### config.mk
export PLATFORM = sky130hd
export DESIGN_NAME = bank_reset_ctrl
export DESIGN_NICKNAME = d
export VERILOG_FILES = /design/src/rtl/rstc_pkg.sv /design/src/rtl/rstc_decode.sv /design/src/rtl/rstc_mass_seq.sv /design/src/rtl/rstc_bank.sv /design/src/rtl/bank_reset_ctrl.sv
export SDC_FILE = /design/constraint.sdc
export NUM_CORES = 1
export LEC_CHECK = 0
export CAP_MARGIN = 5
export CORE_ASPECT_RATIO = 0.9
export CORE_UTILIZATION = 45
export DETAILED_ROUTE_END_ITERATION = 7
export GPL_TIMING_DRIVEN = 0
export PLACE_DENSITY = 0.77
export SETUP_SLACK_MARGIN = 0.15
export SLEW_MARGIN = 30
export SYNTH_ARGS = -nofsm -noshare
export SYNTH_HDL_FRONTEND = slang
export SYNTH_SLANG_ARGS = --single-unit
### constraint.sdc
create_clock -name clk -period 4.1 [get_ports clk]
set_input_delay 0.41 -clock clk [delete_from_list [all_inputs] [get_ports clk]]
set_output_delay 0.41 -clock clk [all_outputs]
set_load 0.01 [all_outputs]
### src/rtl/rstc_pkg.sv
package rstc_pkg;
    localparam int NBANK = 5;

    typedef enum logic [2:0] {
        BK_MPU  = 3'd0,
        BK_PER0 = 3'd1,
        BK_PER1 = 3'd2,
        BK_BRG  = 3'd3,
        BK_SYS  = 3'd4
    } bank_e;
endpackage

### src/rtl/rstc_decode.sv
module rstc_decode
    import rstc_pkg::*;
#(
    parameter int DW = 32,
    parameter int BW = $clog2(DW)
) (
    input  logic                       valid,
    input  logic [2:0]                 bank,
    input  logic [BW-1:0]              bit_idx,
    input  logic                       set_flag,
    output logic [NBANK-1:0][DW-1:0]   set_m,
    output logic [NBANK-1:0][DW-1:0]   clr_m
);
    logic [DW-1:0] one_hot;

    always_comb begin
        one_hot = '0;
        one_hot[bit_idx] = 1'b1;
        set_m = '0;
        clr_m = '0;
        for (int i = 0; i < NBANK; i++) begin
            if (valid && bank == 3'(i)) begin
                if (set_flag) set_m[i] = one_hot;
                else          clr_m[i] = one_hot;
            end
        end
    end
endmodule

### src/rtl/rstc_mass_seq.sv
module rstc_mass_seq (
    input  logic clk,
    input  logic rst_n,
    input  logic start,
    output logic step1,
    output logic step2,
    output logic busy,
    output logic done
);
    typedef struct packed {
        logic busy;
        logic done;
    } seq_t;

    seq_t seq_d, seq_q;

    always_comb begin
        seq_d      = seq_q;
        step1      = start && !seq_q.busy;
        step2      = seq_q.busy;
        seq_d.busy = step1;
        seq_d.done = step2;
    end

    always_ff @(posedge clk or negedge rst_n) begin
        if (!rst_n) seq_q <= '0;
        else        seq_q <= seq_d;
    end

    assign busy = seq_q.busy;
    assign done = seq_q.done;
endmodule

### src/rtl/rstc_bank.sv
module rstc_bank #(
    parameter int            DW   = 32,
    parameter logic [DW-1:0] INIT = '1
) (
    input  logic          clk,
    input  logic          rst_n,
    input  logic          load_en,
    input  logic [DW-1:0] load_val,
    input  logic [DW-1:0] set_m,
    input  logic [DW-1:0] clr_m,
    output logic [DW-1:0] q
);
    logic [DW-1:0] q_d, q_q;

    always_comb begin
        if (load_en) q_d = load_val;
        else         q_d = (q_q & ~clr_m) | set_m;
    end

    always_ff @(posedge clk or negedge rst_n) begin
        if (!rst_n) q_q <= INIT;
        else        q_q <= q_d;
    end

    assign q = q_q;
endmodule

### src/rtl/bank_reset_ctrl.sv
module bank_reset_ctrl
    import rstc_pkg::*;
#(
    parameter int                  DW           = 32,
    parameter int                  WD_BIT       = 5,
    parameter int                  TMR_BIT      = 9,
    parameter logic [DW-1:0]       ECC_MASK     = 32'h00FF_0000,
    parameter logic [5*DW-1:0]     RELEASE_INIT = {32'h0000_000F, 32'h0, 32'h0, 32'h0, 32'h0000_0001}
) (
    input  logic          clk,
    input  logic          rst_n,
    input  logic          cmd_valid,
    input  logic [2:0]    cmd_bank,
    input  logic [4:0]    cmd_bit,
    input  logic          cmd_set,
    input  logic          wd_hold,
    input  logic          wd_release,
    input  logic          mass_start,
    output logic [DW-1:0] rst_mpu_o,
    output logic [DW-1:0] rst_per0_o,
    output logic [DW-1:0] rst_per1_o,
    output logic [DW-1:0] rst_brg_o,
    output logic [DW-1:0] rst_sys_o,
    output logic          mass_done_o
);
    localparam int            BW         = $clog2(DW);
    localparam logic [DW-1:0] SPARE_MASK = (DW'(1) << WD_BIT) | (DW'(1) << TMR_BIT);
    localparam logic [DW-1:0] WD_MASK    = DW'(1) << WD_BIT;

    typedef struct packed {
        logic [NBANK-1:0][DW-1:0] set_m;
        logic [NBANK-1:0][DW-1:0] clr_m;
        logic [NBANK-1:0]         load_en;
        logic [NBANK-1:0][DW-1:0] load_val;
    } ctl_t;

    logic                     seq_step1, seq_step2, seq_busy, seq_done;
    logic                     blocked;
    logic [NBANK-1:0][DW-1:0] dec_set, dec_clr;
    logic [NBANK-1:0][DW-1:0] bank_q;
    ctl_t                     ctl_d;

    rstc_mass_seq i_seq (
        .clk   (clk),
        .rst_n (rst_n),
        .start (mass_start),
        .step1 (seq_step1),
        .step2 (seq_step2),
        .busy  (seq_busy),
        .done  (seq_done)
    );

    assign blocked = mass_start || seq_busy;

    rstc_decode #(.DW(DW), .BW(BW)) i_dec (
        .valid    (cmd_valid && !blocked),
        .bank     (cmd_bank),
        .bit_idx  (BW'(cmd_bit)),
        .set_flag (cmd_set),
        .set_m    (dec_set),
        .clr_m    (dec_clr)
    );

    always_comb begin
        ctl_d          = '0;
        ctl_d.set_m    = dec_set;
        ctl_d.clr_m    = dec_clr;
        // watchdog strobes override a line command on the same bit
        if (!blocked && wd_hold) begin
            ctl_d.set_m[BK_PER1] = ctl_d.set_m[BK_PER1] | WD_MASK;
            ctl_d.clr_m[BK_PER1] = ctl_d.clr_m[BK_PER1] & ~WD_MASK;
        end else if (!blocked && wd_release) begin
            ctl_d.set_m[BK_PER1] = ctl_d.set_m[BK_PER1] & ~WD_MASK;
            ctl_d.clr_m[BK_PER1] = ctl_d.clr_m[BK_PER1] | WD_MASK;
        end
        // step one: full image for group 1, non-ECC lines of group 0
        if (seq_step1) begin
            ctl_d.load_en[BK_PER1]  = 1'b1;
            ctl_d.load_val[BK_PER1] = ~SPARE_MASK;
            ctl_d.set_m[BK_PER0]    = ~ECC_MASK;
            ctl_d.clr_m[BK_PER0]    = '0;
        end
        // step two: ECC lines of group 0 last
        if (seq_step2) begin
            ctl_d.set_m[BK_PER0] = ECC_MASK;
            ctl_d.clr_m[BK_PER0] = '0;
        end
    end

    for (genvar g = 0; g < NBANK; g++) begin : g_bank
        rstc_bank #(
            .DW   (DW),
            .INIT (~RELEASE_INIT[g*DW +: DW])
        ) i_bank (
            .clk      (clk),
            .rst_n    (rst_n),
            .load_en  (ctl_d.load_en[g]),
            .load_val (ctl_d.load_val[g]),
            .set_m    (ctl_d.set_m[g]),
            .clr_m    (ctl_d.clr_m[g]),
            .q        (bank_q[g])
        );
    end

    assign rst_mpu_o   = bank_q[BK_MPU];
    assign rst_per0_o  = bank_q[BK_PER0];
    assign rst_per1_o  = bank_q[BK_PER1];
    assign rst_brg_o   = bank_q[BK_BRG];
    assign rst_sys_o   = bank_q[BK_SYS];
    assign mass_done_o = seq_done;
endmodule

==> summary.md, run 1 <==
Via count: 6,426. The worst path meets setup with 1.636 ns of slack. The number of antenna violations at the first check in global routing was 0. Global routing finished with a remaining overflow of 0.

For the via count of the first global-routing pass, the log shows 6,438. The tree is rooted in a sky130_fd_sc_hd__clkbuf_16. Combinational cells account for 7.2% of the total power.

The logs give 9530 um2 for the total cell area at the placement stage and 5 for the number of detailed-routing iterations run before antenna repair. The half-perimeter wire length after placement was 16,450 um. The number of nets in the synthesized netlist is 711.

For this run, the number of standard cells in the final layout without fillers is 1,111. Input and output buffers added on the ports amount to 174. The layout overhead on the synthesized area works out to 35.20%. The time the final worst path needs with I/O delays and setup was 2.464 ns; the largest fanout on the critical path was 10. Summing every instance area after synthesis gives 7497 um2. Setup repair after global routing left no endpoint under its margin. After layout, the worst path uses 60.10% of the clock period. The run gives 3.532 mW as the total power after layout.

The weighted congestion reported at the end of routability-driven placement was 0.9003; the clock net sink count was 162. Part of the total power dissipated in the clock network: 45.8%. The run finished with clean final reports. The x dimension of the die was 138.1 um; the final design area excluding fillers was 10,140 um2.

The number of diodes was 0. In this run the post-CTS setup repair buffer count came out at 0. The number of top-level pins came out at 176.

The overall die area is 17,180 um2, and the final hold violation count is 0. The share of synthesized area spent on multiplexers was 13.63%; the global-route usage over all layers was 27.81%. The analysis attributes to net switching a power of 814.2 uW. The worst setup path is captured at a register. The most used flip-flop cell after synthesis is sky130_fd_sc_hd__dfstp_2. The tools report the number of fill cells in the layout as 1,341.

The die is 124.5 um tall. The final layout contains 906 nets. The share of synthesized cell area in and, or, nand and nor gates was 16.84%; the wire length after detailed routing was 23,410 um. After floorplanning, the core was divided into 44 placement rows. Starting density of the core: 46.32%.

During synthesis, Yosys emitted a total of 0 warnings. The worst-case clock buffer depth was 2. VDD sags by at most 0.3070 mV.

Yosys attributes the largest share of cell area to sky130_fd_sc_hd__dfstp_2 (54%), sky130_fd_sc_hd__mux2_2 (6.9%), sky130_fd_sc_hd__mux2_4 (6.0%). After detailed routing, the number of vias per cell comes to 5.784. The synthesized netlist devotes 0% of its cell area to adder and majority cells. The area share of the largest cell type after synthesis is 54.32%. The first-pass GRT wire length was 36,740 um. After floorplanning, the core was sized to cover 16,190 um2.

Setup violations remaining at the end of the flow were counted as 0. The cell area power density works out to 348.4 nW/um2. In this run the static leakage power is 3.898 nW.

The clock skew was 0.006288 ns; the proportion of synthesized flip-flops having asynchronous set or reset was 100.0%. Across the run, the number of max-cap violations was 0. For the pin with the worst max-slew slack, the measured transition is 0.7962 ns. At the worst endpoint, the arrival time is 2.82 ns. In this run, synthesis inferred 0 flip-flops with an integrated enable. Most common cell in the synthesized netlist: sky130_fd_sc_hd__dfstp_2. The synthesized netlist contains 40 unique library cells. The share of the Yosys chip area taken by registers is 56.66%. The H-tree was split into 4 levels. The critical setup path kind was in -> reg. In the final routed layout, each cell accounts on average for 21.07 um. Entering global routing, the biggest net connects 93 pins. For this block, the initial DRC count from the detailed router was 587. The synthesized design contains 162 register bits.

Compound-gate portion of the synthesized area: 9.312%. The number of clock buffers added by TritonCTS is 17. The count of nets left with antenna violations once routing finished came out at 0. By area, the combinational part of the netlist is dominated by simple AND/OR/NAND/NOR gates. The run gives 0.4059 GHz as the highest clock frequency the design can meet. The fraction of layout cells with a size suffix above 1 works out to 31.97%. Summed over all failing endpoints, the final setup total negative slack is 0 ns. The number of gates resized after CTS was 0. The number of cells produced by synthesis is 696. By count the netlist is led by sky130_fd_sc_hd__dfstp_2 (155), sky130_fd_sc_hd__nand2_1 (118), sky130_fd_sc_hd__o21ai_0 (61).

The path class of the lowest-slack min-delay path was reg -> reg. The clock-pin slew on the worst setup and hold paths was 0.07 ns. The launching element type of the critical path is a primary input. The total area of multi-input combinational cells is 2983 um2, and the number of pins with negative max-slew slack in the final report is 0. The cell type contributing the most total cell area after synthesis was sky130_fd_sc_hd__dfstp_2.

The number of design rule violations left after detail routing was 0. The headroom to the max-slew limit is 46.51%. At the placement stage, the worst setup path has a slack of 1.315 ns. After synthesis, the mean cell area works out to 10.77 um2. The combined flip-flop and latch cell area is 4248 um2, and the proportion of power drawn by flip-flops and latches is 46.9%. At the worst endpoint, the required time is 4.45 ns. The clock reaches the later pin of the worst-skew pair after 0.43 ns. For the cell count after placement, the log shows 1,078.

TritonCTS built the clock tree. The switching part of the total came out at 23.05%. The internal power of the cells totals 2.717 mW. After Yosys synthesis, XOR and XNOR cells account for 0% of the synthesized area.
[layout by cell type (no fill, tap or decap), drive strengths merged, types with 21 or more instances in the layout]
cell           Yosys  final
clkbuf            39     60
dfstp            155    155
nor2              38     38
o21ai             61     61
nand3             54     54
clkdlybuf4s50      0    173
mux2              79     79
nand2            118    118
a21oi             27     27
buf               19     21
[logic make-up after synthesis]
| logic type | after synthesis |
|---|---|
| AND/OR/NAND/NOR | 269 |
| flip-flops | 162 |
| AO/OA/AOI/OAI | 125 |
| multiplexers | 81 |
| buffers and inverters | 59 |
[area by class of cell]
| type | instances | share of cell area, % |
|---|---|---|
| Sequential cell | 162 | 41.91 |
| Clock buffer | 21 | 4.543 |
| Inverter | 1 | 0.03703 |
| Buffer | 58 | 2.592 |
| Clock inverter | 11 | 1.333 |
| Multi-Input combinational cell | 475 | 29.43 |
| Tap cell | 207 | 2.555 |
| Timing Repair Buffer | 176 | 17.60 |
[registers in the layout (all words and copies together) (netlist names)]
name             cells
i_seq.done           1
g_bank.i_bank.q    160
i_seq.busy           1
[through the flow]
stage                     hold slack (ns)  util, %
final                              0.4811    62.62
after global routing               0.5082    62.62
after CTS                          0.4811    62.62
after detailed placement           0.4084    58.88
after global placement             0.4633    58.68
after floorplan                    0.1144        -
[repair_timing]
| item | in CTS | in global routing |
|---|---|---|
| hold buffers | 1 | 0 |
| hold endpoints to repair | 7 | 0 |
| setup endpoints to repair | 0 | 0 |
[critical path: stages]
cell                              delay (ns)
sky130_fd_sc_hd__clkdlybuf4s50_1        0.50
sky130_fd_sc_hd__nand4bb_1              0.23
sky130_fd_sc_hd__nor3_1                 0.63
sky130_fd_sc_hd__clkbuf_1               0.53
sky130_fd_sc_hd__nand2_1                0.17
sky130_fd_sc_hd__mux2_1                 0.35
[worst paths after layout]
path / startpoint / to / slack [ns] / cells after the start
worst min register to register: g_bank[3].i_bank.q[17] / g_bank[3].i_bank.q[17] / 0.48 / 2
min in group asynchronous: rst_n / i_seq.done / 0.56 / 2
worst min-delay path: g_bank[3].i_bank.q[17] / g_bank[3].i_bank.q[17] / 0.48 / 2
max in group asynchronous: rst_n / g_bank[2].i_bank.q[7] / 2.73 / 3
worst max-delay path: mass_start / g_bank[4].i_bank.q[14] / 1.64 / 6
worst max register to register: i_seq.busy / g_bank[4].i_bank.q[14] / 1.68 / 5
[power groups by stage]
stage          Sequential [mW]  Combinational [mW]  Clock (mW)
2_1_floorplan             1.69               0.100           0
3_3_place_gp              1.68               0.245           0
3_5_place_dp              1.68               0.253           0
4_1_cts                   1.66               0.255        1.64
5_1_grt                   1.66               0.276        1.69
6_report                  1.66               0.256        1.62
[metal layers]
metal,wire length (um),track usage (%),up-vias
li1,-,-,2834
met1,10030,38.08,3195
met2,10550,41.91,345
met3,2171,8.074,52
met4,649,10.02,0
met5,0,0,-
No activity file was read; power rests on OpenSTA's default activity.
==> run 2, diff against run 1 <==
--- a/config.mk
+++ b/config.mk
@@ -10,7 +10,7 @@
 export CORE_UTILIZATION = 45
 export DETAILED_ROUTE_END_ITERATION = 7
 export GPL_TIMING_DRIVEN = 0
-export PLACE_DENSITY = 0.77
+export PLACE_DENSITY = 0.8
 export SETUP_SLACK_MARGIN = 0.15
 export SLEW_MARGIN = 30
 export SYNTH_ARGS = -nofsm -noshare
==> constraint.sdc (replaced) <==
create_clock -name clk -period 2 [get_ports clk]
set_input_delay 0.2 -clock clk [delete_from_list [all_inputs] [get_ports clk]]
set_output_delay 0.2 -clock clk [all_outputs]
set_load 0.01 [all_outputs]
==> run 2 against run 1 <==
The flow now finishes with violations (setup timing). Clock power increased by 110%. Die area unchanged. Flip-flop and latch count unchanged.
==> summary.md, run 2 (same netlist as run 1, synthesis figures left out) <==
The flow ran to the end, but the final reports show violations. The checks that failed: setup timing. The delay of the slowest cell on the worst path came out at 0.52 ns (-0.11 ns). The logs give 17 (unchanged) for the number of buffers inserted during clock tree synthesis and 0 (unchanged) for the total congestion overflow after global routing.

The time the final worst path needs with I/O delays and setup works out to 2.023 ns. The tools report the core area as 16,190 um2 (unchanged). The clock skew is 0.009788 ns (+0.003500 ns). The count of final setup violators came out at 9 (+9). The tools report the global-route usage over all layers as 28.29% (+0.47 points).

The final design area excluding fillers was 10,930 um2 (+7.8%); the wire length after detailed routing was 24,770 um (+5.8%). In the layout the commonest cells are sky130_fd_sc_hd__clkdlybuf4s50_1 (173), sky130_fd_sc_hd__dfstp_2 (155), sky130_fd_sc_hd__nand2_1 (94). Worst-case clock buffer depth: 2 (unchanged). Critical setup path kind: reg -> reg. The run gives 0 (unchanged) as the number of diodes.

Worst endpoint required time: 2.36 ns (-2.09 ns). The critical path goes through or4b_4 -> nor3_4 -> buf_6 -> clkbuf_16 -> nand2_2 -> mux2_4. The tools report the clock root buffer as sky130_fd_sc_hd__clkbuf_16. The library cell used most frequently in the layout, excluding fill and tap cells, is sky130_fd_sc_hd__clkdlybuf4s50_1.

Dividing the final minimum period by the clock period gives 101.1%. The count of nets left with antenna violations after detail routing is 0 (unchanged). Among all stages on the critical path, the largest delay is contributed by sky130_fd_sc_hd__or4b_4. The logs give 0.6839 mV (+120%) for the worst vdd rail ir drop and 86 (-7.5%) for the maximum number of pins on one net before global-route repair. The number of pins with negative max-slew slack in the final report was 0 (unchanged).

For the number of antenna violations at the first check in global routing, the log shows 0 (unchanged). Weighted congestion reported at the end of routability-driven placement: 0.9273 (+3.0%). The number of input and output port buffers inserted is 174 (unchanged), and the via count of the first global-routing pass is 6,427 (-0.17%).

The CTS H-tree depth was 4 (unchanged); the number of design rule violations left after detail routing was 0 (unchanged). For the overall die area, the log shows 17,180 um2 (unchanged). For the total power after layout, the log shows 7.470 mW (+110%). The fraction of layout cells with a size suffix above 1 came out at 43.23% (+11 points). For the number of max-capacitance violations reported, the log shows 0 (unchanged). The cell area power density works out to 683.5 nW/um2 (+96%). The x dimension of the die is 138.1 um (unchanged).

The path class of the lowest-slack min-delay path is in -> reg. The number of top-level pins was 176 (unchanged); the post-detailed-route via-to-cell ratio was 5.840 (+0.97%). Setup repair after global routing could not meet its margin everywhere.

The worst setup margin came out at -0.02289 ns (-1.659 ns). Leakage power: 4.389 nW (+13%). The wire length per cell after detailed routing was 21.92 um (+4.0%). STA classifies the critical path endpoint as a register. The DRC marker count from the first detailed-route iteration came out at 692 (+18%).

The clock-pin slew on the worst setup and hold paths was 0.06 ns (about the same). The tools report the total cell area at the placement stage as 9530 um2 (unchanged). The number of placement rows came out at 44 (unchanged). The largest fanout on the critical path is 6 (-4), and the starting density of the core is 46.32% (unchanged). Headroom to the max-slew limit: 50.42% (+3.9 points). The number of flip-flops in the largest register came out at 160 (unchanged).

Based on the critical path, the design can be clocked at up to 0.4943 GHz. The via count was 6,599 (+2.7%); the transition time of the tightest slew-check pin was 0.7410 ns (-0.05524 ns). Layout overhead on the synthesized area: 45.76%. The clock net sink count was 162 (unchanged).

Data arrival time of the worst path: 2.38 ns (-0.44 ns). TritonCTS built the clock tree. The half-perimeter wire length after placement is 16,380 um (-0.44%). The first-pass GRT wire length was 37,160 um (+1.1%).

The run gives 926 (+2.2%) as the final-stage net count. The overall die height is 124.5 um (unchanged), and the clock latency on the worst-skew pair is 0.44 ns (about the same). The logs give 5 (unchanged) for the number of detailed-routing iterations run before antenna repair and 0 (unchanged) for the final hold violation count. STA classifies the critical path startpoint as a register.
==> run 2: cell count changes in the layout (fill, tap and decap cells not counted), moves of 13 or more <==
cell	before	now
sky130_fd_sc_hd__nand2_4	0	18
sky130_fd_sc_hd__nor2_2	0	17
sky130_fd_sc_hd__clkbuf_1	41	28
sky130_fd_sc_hd__o21ai_1	0	13
sky130_fd_sc_hd__o21ai_0	61	46
sky130_fd_sc_hd__nor2_1	38	12
sky130_fd_sc_hd__nand2_1	118	94
==> run 2: through the flow <==
stage	cells	TNS, ns	util [%]	setup WS, ns	hold slack [ns]
5_1_grt	1130	-1.873	67.52	-0.07698	0.3435
3_3_place_gp	1077	-639.32	58.68	-5.573	0.4654
6_report	1130	-0.1113	67.52	-0.02289	0.3516
2_1_floorplan	696	0	-	0.2547	-0.09559
3_5_place_dp	1078	-47.22	58.88	-0.5746	0.2326
4_1_cts	1123	0	65.55	0.007380	0.3407
==> run 2: worst paths after layout <==
check | from | endpoint | slack, ns | cells after the start
worst min-delay path | wd_hold | g_bank[2].i_bank.q[5] | 0.35 | 3
min in group asynchronous | rst_n | i_seq.busy | 0.37 | 2
max in group asynchronous | rst_n | g_bank[3].i_bank.q[29] | 0.84 | 3
worst max register to register | i_seq.busy | g_bank[0].i_bank.q[18] | -0.02 | 6
worst max-delay path | i_seq.busy | g_bank[0].i_bank.q[18] | -0.02 | 6
worst min register to register | g_bank[3].i_bank.q[18] | g_bank[3].i_bank.q[18] | 0.48 | 2
==> run 2: cell type report <==
type,instances,area [um2]
sequential,162,4249
multi-input combinational,475,3387
clock inverter,9,153.9
buffer,58,384.1
clock buffer,22,464.2
inverter,1,3.754
timing repair buffer,196,2027
fill,1215,5258
tap,207,259.0
==> run 2: power by group <==
group / leakage (nW) / internal, mW / switching (mW) / total [mW]
sequential: 1.71 / 3.37 / 0.0288 / 3.40
clock: 0.297 / 2.15 / 1.33 / 3.48
combinational: 2.39 / 0.218 / 0.377 / 0.596
==> run 2: what timing repair did <==
item,CTS,global route
endpoints found under the setup margin,139,155
gates cloned,4,2
pin swaps,12,17
buffers inserted,9,5
endpoints found under the hold margin,7,0
hold buffers,1,0
resized for setup,102,86
==> run 2: per-layer routing <==
metal | GRT usage [%] | share of wire (%) | vias to the layer above
li1 | - | - | 2881
met4 | 11.31 | 3.0 | 0
met1 | 38.41 | 42 | 3294
met3 | 8.074 | 9.1 | 51
met2 | 42.56 | 45 | 373
met5 | 0 | 0 | -
==> run 2: critical path, delay by kind of cell (launching register included) <==
family	cells	cell delay [ns]
mux	1	0.32
buf+inv	2	0.38
simple gates	3	0.79
flops	1	0.44
==> run 3, diff against run 2 <==
--- a/config.mk
+++ b/config.mk
@@ -6,11 +6,13 @@
 export NUM_CORES = 1
 export LEC_CHECK = 0
 export CAP_MARGIN = 5
+export CELL_PAD_IN_SITES_DETAIL_PLACEMENT = 0
+export CELL_PAD_IN_SITES_GLOBAL_PLACEMENT = 2
 export CORE_ASPECT_RATIO = 0.9
-export CORE_UTILIZATION = 45
+export CORE_UTILIZATION = 29
 export DETAILED_ROUTE_END_ITERATION = 7
 export GPL_TIMING_DRIVEN = 0
-export PLACE_DENSITY = 0.8
+export PLACE_DENSITY = 0.81
 export SETUP_SLACK_MARGIN = 0.15
 export SLEW_MARGIN = 30
 export SYNTH_ARGS = -nofsm -noshare
==> run 3 against run 2 <==
Sequential power about the same. Final cell count increased by 12%. The run now ends clean. Critical path depth increased by 1. Largest cell class unchanged.
==> summary.md, run 3 (same netlist as run 1, synthesis figures left out) <==
The path class of the lowest-slack min-delay path is in -> async. For the worst vdd rail ir drop, the log shows 0.5188 mV (-24%). Setup repair after global routing could not meet its margin everywhere.

The tools report the worst-case clock buffer depth as 2 (unchanged). The tree is rooted in a sky130_fd_sc_hd__clkbuf_16. The number of buffers inserted during clock tree synthesis was 17 (unchanged).

The tools report the critical path startpoint as i_seq.busy. The final-stage net count is 928 (+0.22%), and the largest fanout on the critical path is 7 (+1). The logs give 1 (+1) for the number of antenna violations at the first check in global routing and 7.465 mW (about the same) for the total power after layout. The run gives 0.43 ns (about the same) as the clock latency on the worst-skew pair. Data arrival time of the worst path: 2.29 ns (-0.09 ns). For the total cell area at the placement stage, the log shows 9699 um2 (+1.8%).

The worst endpoint required time was 2.35 ns (about the same). The number of flip-flops in the largest register came out at 160 (unchanged). Leaving out fill and tap cells, the most frequent cell in the layout is sky130_fd_sc_hd__clkdlybuf4s50_1. The run gives 18,470 um (+13%) as the half-perimeter wire length after placement.

The layout overhead on the synthesized area is 49.43%. First-pass GRT wire length: 39,450 um (+6.2%). The cell area power density works out to 666.3 nW/um2 (-2.5%). The DRC marker count from the first detailed-route iteration was 382 (-45%).

The count of final setup violators was 0 (-9). The tools report the core area as 25,260 um2 (+56%). The overall die area was 26,500 um2 (+54%).

The number of max-capacitance violations reported is 0 (unchanged). The tools report the wire length after detailed routing as 26,660 um (+7.6%). For the final design area excluding fillers, the log shows 11,200 um2 (+2.5%). The clock-pin slew on the worst setup and hold paths works out to 0.06 ns (about the same).

The final period utilization was 97.01% (-4.1 points). Via count of the first global-routing pass: 6,318 (-1.7%). Critical path endpoint category: a register. The time the final worst path needs with I/O delays and setup was 1.940 ns (-0.08259 ns); the wire length per cell after detailed routing was 21.01 um (-4.1%). The logs give 0.05971 ns (+0.08259 ns) for the worst setup margin and 162 (unchanged) for the clock net sink count.

In the layout the commonest cells are sky130_fd_sc_hd__clkdlybuf4s50_1 (173), sky130_fd_sc_hd__dfstp_2 (155), sky130_fd_sc_hd__nand2_1 (94). The starting density of the core is 29.69% (-17 points). For the final hold violation count, the log shows 0 (unchanged). The number of input and output port buffers inserted is 174 (unchanged), and the fraction of layout cells with a size suffix above 1 is 42.22% (-1.0 points). The smallest hold slack was 0.09618 ns (-0.2554 ns). The headroom to the max-slew limit came out at 46.47% (-4.0 points). The leakage power is 4.473 nW (+1.9%). The maximum number of pins on one net before global-route repair came out at 85 (-1.2%).

For the number of design rule violations left after detail routing, the log shows 0 (unchanged). The transition time of the tightest slew-check pin is 0.8030 ns (+0.06203 ns), and the number of detailed-routing iterations run before antenna repair is 5 (unchanged). The run gives 0 (unchanged) as the count of nets left with antenna violations after detail routing. The slack of the worst reg-to-reg path is 0.06 ns (+0.08 ns). The critical setup path kind is reg -> reg. The tools report the source of the worst register-to-register timing path as i_seq.busy. The CTS H-tree depth came out at 4 (unchanged).

The number of placement rows came out at 55 (+25%). The overall die height is 154.5 um (+24%). For the global-route usage over all layers, the log shows 20.26% (-8.0 points).

The run finished with clean final reports. The tools report the weighted congestion reported at the end of routability-driven placement as 0.8036 (-13%). For the clock skew, the log shows 0.004020 ns (-0.005768 ns). Post-detailed-route via-to-cell ratio: 4.972 (-15%). The logs give 176 (unchanged) for the number of top-level pins and 0 (unchanged) for the total congestion overflow after global routing.

The x dimension of the die was 171.5 um (+24%). The highest clock frequency the design can meet was 0.5154 GHz (+4.3%). The worst setup path is launched from a register. TritonCTS built the clock tree. The logs give 6,310 (-4.4%) for the via count and 0 ns (+0.1113 ns) for the sum of negative setup slack. The count of hold buffers inserted by post-cts repair is 0 (-1), and the number of pins with negative max-slew slack in the final report is 0 (unchanged). For the placement-stage worst setup slack, the log shows -0.7616 ns (-0.1870 ns).
run 3: cell count changes in the layout (fill, tap and decap cells not counted), moves of 3 or more:
| cell | change |
|---|---|
| sky130_fd_sc_hd__a211oi_1 | -3 |
| sky130_fd_sc_hd__a211oi_2 | +3 |
| sky130_fd_sc_hd__a21oi_1 | +9 |
| sky130_fd_sc_hd__a21oi_2 | -8 |
| sky130_fd_sc_hd__buf_12 | +8 |
| sky130_fd_sc_hd__buf_6 | -5 |
| sky130_fd_sc_hd__clkbuf_1 | -3 |
| sky130_fd_sc_hd__clkbuf_16 | +3 |
| sky130_fd_sc_hd__nor3_1 | +4 |
| sky130_fd_sc_hd__nor3_2 | -5 |
| sky130_fd_sc_hd__o21ai_0 | +6 |
| sky130_fd_sc_hd__o21ai_1 | -4 |
run 3: layout make-up:
type                            instances  area [um2]
Multi-Input combinational cell        475        3357
Inverter                                1       3.754
Fill cell                            2388       14050
Sequential cell                       162        4249
Tap cell                              342       427.9
Clock inverter                          8       126.4
Buffer                                 58       430.4
Clock buffer                           24       491.7
Antenna cell                            1       2.502
Timing Repair Buffer                  198        2115
run 3: worst max-delay path, stage by stage (launching register included):
cell,delay [ns]
sky130_fd_sc_hd__dfrtp_2,0.43
sky130_fd_sc_hd__or4b_4,0.54
sky130_fd_sc_hd__nor3b_4,0.24
sky130_fd_sc_hd__buf_12,0.19
sky130_fd_sc_hd__buf_12,0.11
sky130_fd_sc_hd__buf_16,0.11
sky130_fd_sc_hd__a211oi_2,0.06
sky130_fd_sc_hd__a31oi_1,0.18
run 3: metrics by stage:
| stage | utilization (%) | instances |
|---|---|---|
| finish | 44.36 | 1269 |
| detailed placement | 38.40 | 1213 |
| global placement | 38.28 | 1212 |
| global route | 44.36 | 1269 |
| CTS | 42.32 | 1256 |
| floorplan | - | 696 |
run 3: repair_timing:
action,in CTS,in global routing
setup endpoints to repair,148,151
pin swaps,3,15
buffers inserted,9,8
gates resized for setup,79,108
cloned,2,4
run 3: path summary, 6_finish.rpt:
path                       cells after the start                     end
setup / recovery                               7  g_bank[1].i_bank.q[23]
hold / removal                                 1  g_bank[0].i_bank.q[18]
setup reg to reg                               7  g_bank[1].i_bank.q[23]
hold reg to reg                                2  g_bank[3].i_bank.q[17]
max in group asynchronous                      2  g_bank[2].i_bank.q[27]
min in group clk                               3   g_bank[2].i_bank.q[5]
run 3: routing by layer:
layer	up-vias	global-route usage, %	part of all wire (%)
li1	2891	-	-
met1	3178	28.69	48
met2	204	30.04	44
met3	37	4.222	5.6
met4	0	7.908	2.6
met5	-	0	0
run 3: report_power, final:
group          internal [mW]  leakage (nW)  switching (mW)
Sequential              3.37          1.71          0.0291
Clock                   2.10         0.293            1.35
Combinational          0.230          2.48           0.390
